[src/rtl/i2c_word_master.sv]
module i2c_word_master #(
  parameter int QDIV = 625,
  parameter int CNTW = 9
) (
  input  logic        clk,
  input  logic        rst_n,
  input  logic        reg_wr,
  input  logic        reg_rd,
  input  logic [1:0]  reg_addr,
  input  logic [31:0] reg_wdata,
  output logic [31:0] reg_rdata,
  output logic [2:0]  pair_sel,
  output logic        scl_pull,
  output logic        sda_pull,
  input  logic        scl_in,
  input  logic        sda_in
);
  localparam int CW = $clog2(QDIV + 1);

  typedef enum logic [2:0] {S_IDLE, S_START, S_BIT, S_WAIT, S_STOP} st_t;

  st_t            st;
  logic [2:0]     rate, pair, c_cyc;
  logic           c_rd;
  logic [6:0]     c_addr;
  logic [CNTW-1:0] c_cnt, k;
  logic [1:0]     q;
  logic [3:0]     bitn;
  logic           aphase, rdy, done_q, err_q, scl_low, sda_low;
  logic [7:0]     sh;
  logic [31:0]    asmw, dreg, asm_n;
  logic [CW-1:0]  cnt, qraw, qlen;

  assign qraw = CW'(QDIV >> rate);
  assign qlen = (qraw == '0) ? CW'(1) : qraw;

  wire busy    = (st != S_IDLE);
  wire rx      = !aphase && c_rd;
  wire stretch = (st == S_BIT) && !scl_low && !scl_in;
  wire tick    = (st == S_START || st == S_BIT || st == S_STOP) && cnt == '0 && !stretch;
  wire go      = reg_wr && reg_addr == 2'd1 && reg_wdata[30] && !busy;
  wire [CNTW-1:0] k_nx = k + 1'b1;
  wire last    = (k == c_cnt - 1'b1);
  wire end_stop = c_cyc[2];

  always_comb begin
    asm_n = asmw;
    asm_n[8*k[1:0] +: 8] = sh;
  end

  logic unused_bits;
  assign unused_bits = ^{reg_wdata[31], reg_wdata[29:28], reg_wdata[15:11], reg_wdata[7:3]};

  assign pair_sel = pair;
  assign scl_pull = scl_low;
  assign sda_pull = sda_low;

  always_comb begin
    case (reg_addr)
      2'd0:    reg_rdata = {21'b0, rate, 5'b0, pair};
      2'd1:    reg_rdata = {1'b0, busy, 2'b0, c_cyc, 9'(c_cnt), 8'b0, c_addr, c_rd};
      2'd2:    reg_rdata = {17'b0, done_q, 2'b0, rdy, err_q, busy, 9'b0};
      default: reg_rdata = dreg;
    endcase
  end

  always_ff @(posedge clk or negedge rst_n) begin
    if (!rst_n) begin
      st <= S_IDLE; rate <= '0; pair <= '0; c_cyc <= '0; c_rd <= 1'b0;
      c_addr <= '0; c_cnt <= '0; k <= '0; q <= '0; bitn <= '0;
      aphase <= 1'b0; rdy <= 1'b0; done_q <= 1'b0; err_q <= 1'b0;
      scl_low <= 1'b0; sda_low <= 1'b0; sh <= '0; asmw <= '0; dreg <= '0;
      cnt <= '0;
    end else begin
      if (st == S_IDLE || st == S_WAIT) cnt <= qlen - 1'b1;
      else if (!stretch) cnt <= (cnt == '0) ? qlen - 1'b1 : cnt - 1'b1;

      if (reg_wr && reg_addr == 2'd0) begin
        rate <= reg_wdata[10:8];
        pair <= reg_wdata[2:0];
      end
      if (reg_wr && reg_addr == 2'd3) begin
        dreg <= reg_wdata;
        rdy  <= 1'b0;
      end
      if (reg_rd && reg_addr == 2'd3 && c_rd) rdy <= 1'b0;

      if (go) begin
        c_rd   <= reg_wdata[0];
        c_addr <= reg_wdata[7:1];
        c_cnt  <= reg_wdata[16 +: CNTW];
        c_cyc  <= reg_wdata[27:25];
        st     <= S_START;
        q      <= '0;
        k      <= '0;
        aphase <= 1'b1;
        done_q <= 1'b0;
        err_q  <= 1'b0;
        rdy    <= 1'b0;
        asmw   <= '0;
      end

      if (tick) begin
        q <= q + 1'b1;
        case (st)
          S_START: case (q)
            2'd0: sda_low <= 1'b0;
            2'd1: scl_low <= 1'b0;
            2'd2: sda_low <= 1'b1;
            default: begin
              scl_low <= 1'b1;
              st      <= S_BIT;
              bitn    <= '0;
              sh      <= {c_addr, c_rd};
            end
          endcase
          S_STOP: case (q)
            2'd0: sda_low <= 1'b1;
            2'd1: scl_low <= 1'b0;
            2'd2: sda_low <= 1'b0;
            default: begin
              st     <= S_IDLE;
              done_q <= 1'b1;
            end
          endcase
          S_BIT: case (q)
            2'd0: begin
              if (bitn < 4'd8) sda_low <= rx ? 1'b0 : !sh[7];
              else             sda_low <= rx ? !last : 1'b0;
            end
            2'd1: scl_low <= 1'b0;
            2'd2: ;
            default: begin
              scl_low <= 1'b1;
              if (bitn < 4'd8) begin
                sh   <= {sh[6:0], rx ? sda_in : 1'b0};
                bitn <= bitn + 1'b1;
              end else if (!rx && sda_in) begin
                err_q <= 1'b1;
                st    <= S_STOP;
              end else if (aphase) begin
                aphase <= 1'b0;
                if (c_cnt == '0) begin
                  if (end_stop) st <= S_STOP;
                  else begin st <= S_IDLE; done_q <= 1'b1; end
                end else begin
                  bitn <= '0;
                  sh   <= c_rd ? 8'h00 : dreg[7:0];
                end
              end else begin
                if (rx) asmw <= asm_n;
                if (k_nx == c_cnt) begin
                  if (rx) begin dreg <= asm_n; rdy <= 1'b1; end
                  if (end_stop) st <= S_STOP;
                  else begin st <= S_IDLE; done_q <= 1'b1; end
                end else if (k_nx[1:0] == 2'd0) begin
                  if (rx) begin dreg <= asm_n; asmw <= '0; end
                  rdy <= 1'b1;
                  k   <= k_nx;
                  st  <= S_WAIT;
                end else begin
                  k    <= k_nx;
                  bitn <= '0;
                  sh   <= c_rd ? 8'h00 : dreg[8*k_nx[1:0] +: 8];
                end
              end
            end
          endcase
          default: ;
        endcase
      end else if (st == S_WAIT && !rdy) begin
        st   <= S_BIT;
        bitn <= '0;
        q    <= '0;
        sh   <= c_rd ? 8'h00 : dreg[7:0];
      end
    end
  end

  a_r1_idle_released: assert property (@(posedge clk) disable iff (!rst_n)
    (st == S_IDLE && !scl_low) |-> !sda_low);
  a_r4_sda_steady_while_high: assert property (@(posedge clk) disable iff (!rst_n)
    (st == S_BIT && !scl_low && !$past(scl_low)) |-> $stable(sda_low));
  a_r5_done_only_idle: assert property (@(posedge clk) disable iff (!rst_n)
    done_q |-> (st == S_IDLE));
  a_r9_wait_holds_scl: assert property (@(posedge clk) disable iff (!rst_n)
    (st == S_WAIT) |-> scl_low);
  a_r11_error_then_stop: assert property (@(posedge clk) disable iff (!rst_n)
    $rose(err_q) |-> (st == S_STOP));
  a_r13_busy_cmd_kept: assert property (@(posedge clk) disable iff (!rst_n)
    (busy && reg_wr && reg_addr == 2'd1) |=> ($stable(c_cnt) && $stable(c_addr) && $stable(c_rd)));
endmodule

[config.mk]
export PLATFORM = sky130hd
export DESIGN_NAME = i2c_word_master
export DESIGN_NICKNAME = d
export VERILOG_FILES = /design/src/rtl/i2c_word_master.sv
export SDC_FILE = /design/constraint.sdc
export NUM_CORES = 1
export LEC_CHECK = 0
export BUFFER_PORTS_ARGS = -buffer_cell sky130_fd_sc_hd__buf_2
export CORE_ASPECT_RATIO = 1.75
export CORE_MARGIN = 2
export CORE_UTILIZATION = 65
export CTS_BUF_LIST = sky130_fd_sc_hd__clkbuf_2 sky130_fd_sc_hd__clkbuf_4 sky130_fd_sc_hd__clkbuf_8
export CTS_CLUSTER_DIAMETER = 30
export CTS_CLUSTER_SIZE = 25
export DETAILED_ROUTE_END_ITERATION = 8
export PLACE_DENSITY = 0.86
export SETUP_SLACK_MARGIN = 0.1
export SLEW_MARGIN = 10
export SYNTH_ARGS = -nofsm -noshare
export SYNTH_HDL_FRONTEND = slang
export SYNTH_SLANG_ARGS = --single-unit
[constraint.sdc]
create_clock -name clk -period 4.3 [get_ports clk]
set_input_delay 0.43 -clock clk [delete_from_list [all_inputs] [get_ports clk]]
set_output_delay 0.43 -clock clk [all_outputs]
set_load 0.02 [all_outputs]
==> flow_summary.json <==
{
  "outcome": "finished clean",
  "core_area_um2": 13200,
  "synthToLayoutAreaGrowth_pct": 10.5,
  "powerDensity_nw_per_um2": 447,
  "synth_seq_cells": 132,
  "antenna_left": 0,
  "final_nets": 1121,
  "synth_area_leader_cell": "dfrtp_1",
  "fmax_mhz": 301,
  "relSlewSlack_pct": 12.4,
  "clkTransAtPathRegs_ns": 0.10,
  "yosys.cell_types.count": 68,
  "switching_share_pct": 38.9,
  "reg2reg_to": "bitn[0]",
  "rows": 56,
  "crit_arrival_ns": 3.65,
  "setup_tns_ns": 0,
  "initial_core_util_pct": 65.9,
  "final_core_util_pct": 72.9,
  "totalWireLength_um": 26400,
  "ys_warn_count": 0,
  "syn_avg_cell_area_um2": 8.54,
  "ctsHoldBuffers": 0,
  "cp-end-kind": "flip-flop",
  "grt_max_degree": 107,
  "fillers": 1019,
  "wl_per_cell_um": 21.1,
  "reg2reg_depth": 8,
  "fin_area_um2": 9650,
  "worst_pin_slew_ns": 1.30,
  "grtUsageTotal_pct": 37.1,
  "seqPwrFrac_pct": 41.1,
  "dpl_cell_area_um2": 9210,
  "die-area_um2": 14400,
  "maxCapViolCount": 0,
  "dr.pass1.iters": 6,
  "critical_path_required_ns": 4.62,
  "vias_per_cell": 6.72,
  "post_cts_buffers": 0,
  "num_antenna_cells": 0,
  "drc": 0,
  "clk_latency_ns": 0.45,
  "fp.dieH_um": 157,
  "multi_input_area_um2": 4970,
  "syn_nets": 1081,
  "cts_root_buffer": "clkbuf_8",
  "drv_slew": 0,
  "cts_buffers": 17,
  "cts_resized": 0,
  "dpl.hpwl_um": 18200,
  "ys_seq_area_share_pct": 37.8,
  "cts_buffer_depth": 2,
  "synth_edf_count": 0,
  "hold_viol": 0,
  "cts_tree": "yes",
  "combPwrFrac_pct": 31.9,
  "r2r_slack_ns": 0.97,
  "async_flop_share_pct": 100,
  "startpoint": "k[1]",
  "vias": 8393,
  "port_buffers": 76,
  "ios": 77,
  "period_share_pct": 77.4,
  "synthFlopType": "dfrtp_1",
  "finalPower_mw": 4.31,
  "place_congestion": 0.956,
  "hold_path.class": "in -> async",
  "grt_pass1_wl_um": 41900,
  "final_common_cell": "nand2_1",
  "syn_area_um2": 8730,
  "finalSetupViolations": 0,
  "drive_gt1_share_pct": 15.6,
  "fin_worst_skew_ns": 0.0182,
  "vdd_ir_drop_max_uv": 246,
  "cts_max_level": 4,
  "worst-path-max-fanout": 12,
  "worst-setup-path-type": "reg -> reg",
  "p_leak_nw": 4.37,
  "p_int_mw": 2.64,
  "clock_sinks": 132,
  "layout.cells.most_common_list": "nand2_1, dfrtp_1, buf_2, o21ai_0, mux2i_1",
  "power.share.clock_pct": 27.0,
  "grt_pass1_vias": 8236,
  "drt_iter0_markers": 809,
  "register_area_um2": 3300,
  "synthCells": 1022,
  "antenna_found_initial": 0,
  "crit_path_start_kind": "flip-flop",
  "netSwitchingPower_mw": 1.68,
  "regToRegStartpoint": "k[1]",
  "synthTopCellsByArea": "dfrtp_1, nand2_1, mux2i_1, o21ai_0, a21oi_1",
  "fin_crit_ns": 3.33,
  "rsz0062_at_grt": "no",
  "grt.overflow.total": 0,
  "synth_top_area_share_pct": 37.8,
  "dieWidth_um": 91.6
}
[cell usage after synthesis, types with 5 or more instances]
library cell,n
a221o_1,8
a22o_1,5
a21o_1,12
a211oi_1,9
o31ai_1,33
mux2_2,16
inv_1,45
nor2_1,33
o22ai_1,36
a21oi_1,57
nor3_1,20
xnor2_1,8
buf_2,6
dfrtp_1,132
nand2_1,174
a31oi_1,5
ha_1,19
mux2i_1,57
clkbuf_1,65
o21ai_0,69
nand3_1,24
nand2b_1,15
nor2b_1,43
nor4_1,7
xor2_1,9
and3_1,18
mux4_2,8
or3_1,10
[flip-flops by register name (all words and copies together) (netlist names), 3 cells and up]
signal,cells
c_cyc,3
c_addr,7
sh,8
c_cnt,9
pair_sel,3
asmw,32
rate,3
k,9
bitn,4
dreg,32
st,3
cnt,10
[area by class of cell]
cell class                 count  area share (%)
timing repair buffer          96            5.56
clock buffer                  20            2.79
inverter                      48            1.87
multi-input combinational    767            51.5
clock inverter                12            1.75
sequential                   132            34.2
tap                          174            2.26
[power groups by stage]
stage	Combinational (mW)	Clock (mW)	Sequential, mW
finish	1.38	1.17	1.77
CTS	1.37	1.16	1.75
global route	1.53	1.22	1.79
detailed placement	1.36	0	1.78
global placement	1.33	0	1.77
floorplan	1.06	0	1.63
[worst max-delay path by stage]
stage                     to  depth (start not counted)  slack [ns]
global route            k[4]                          8        0.78
global placement     bitn[3]                         11        1.18
floorplan           dreg[31]                         12        1.30
CTS                     k[4]                          8        1.01
detailed placement   bitn[0]                         11        1.07
finish               bitn[0]                          8        0.97
[cells by family after synthesis]
logic type      share of synthesized area [%]
buf+inv                                  5.46
simple gates                             21.0
flops                                    37.8
fa+ha+maj                                2.72
compound gates                           20.5
xor+xnor                                 1.71
mux                                      10.8
[layer usage]
layer  vias to the layer above  GRT usage [%]  routed length, um
li1                       3749              -                  -
met1                      3980           42.2               9040
met2                       505           64.2              13300
met3                       159           5.36               2020
met4                         0           24.8               1980
met5                         -              0                  0
[critical path: stages, from the launching register on]
cell and delay, ns:
dfrtp_1 0.55, ha_1 0.49, nand3_1 0.24, or3_1 0.39, a32oi_1 0.25, mux2_2 0.24
a21oi_4 0.09, a21oi_2 0.55, mux2_2 0.41
[through the flow]
stage,worst slack [ns],hold slack (ns),cells
global route,0.780,0.161,1249
CTS,1.01,0.149,1249
finish,0.973,0.0759,1249
global placement,1.18,0.452,1217
floorplan,1.30,0.134,1022
detailed placement,1.07,0.459,1217
Power figures use the tool's default switching activity.
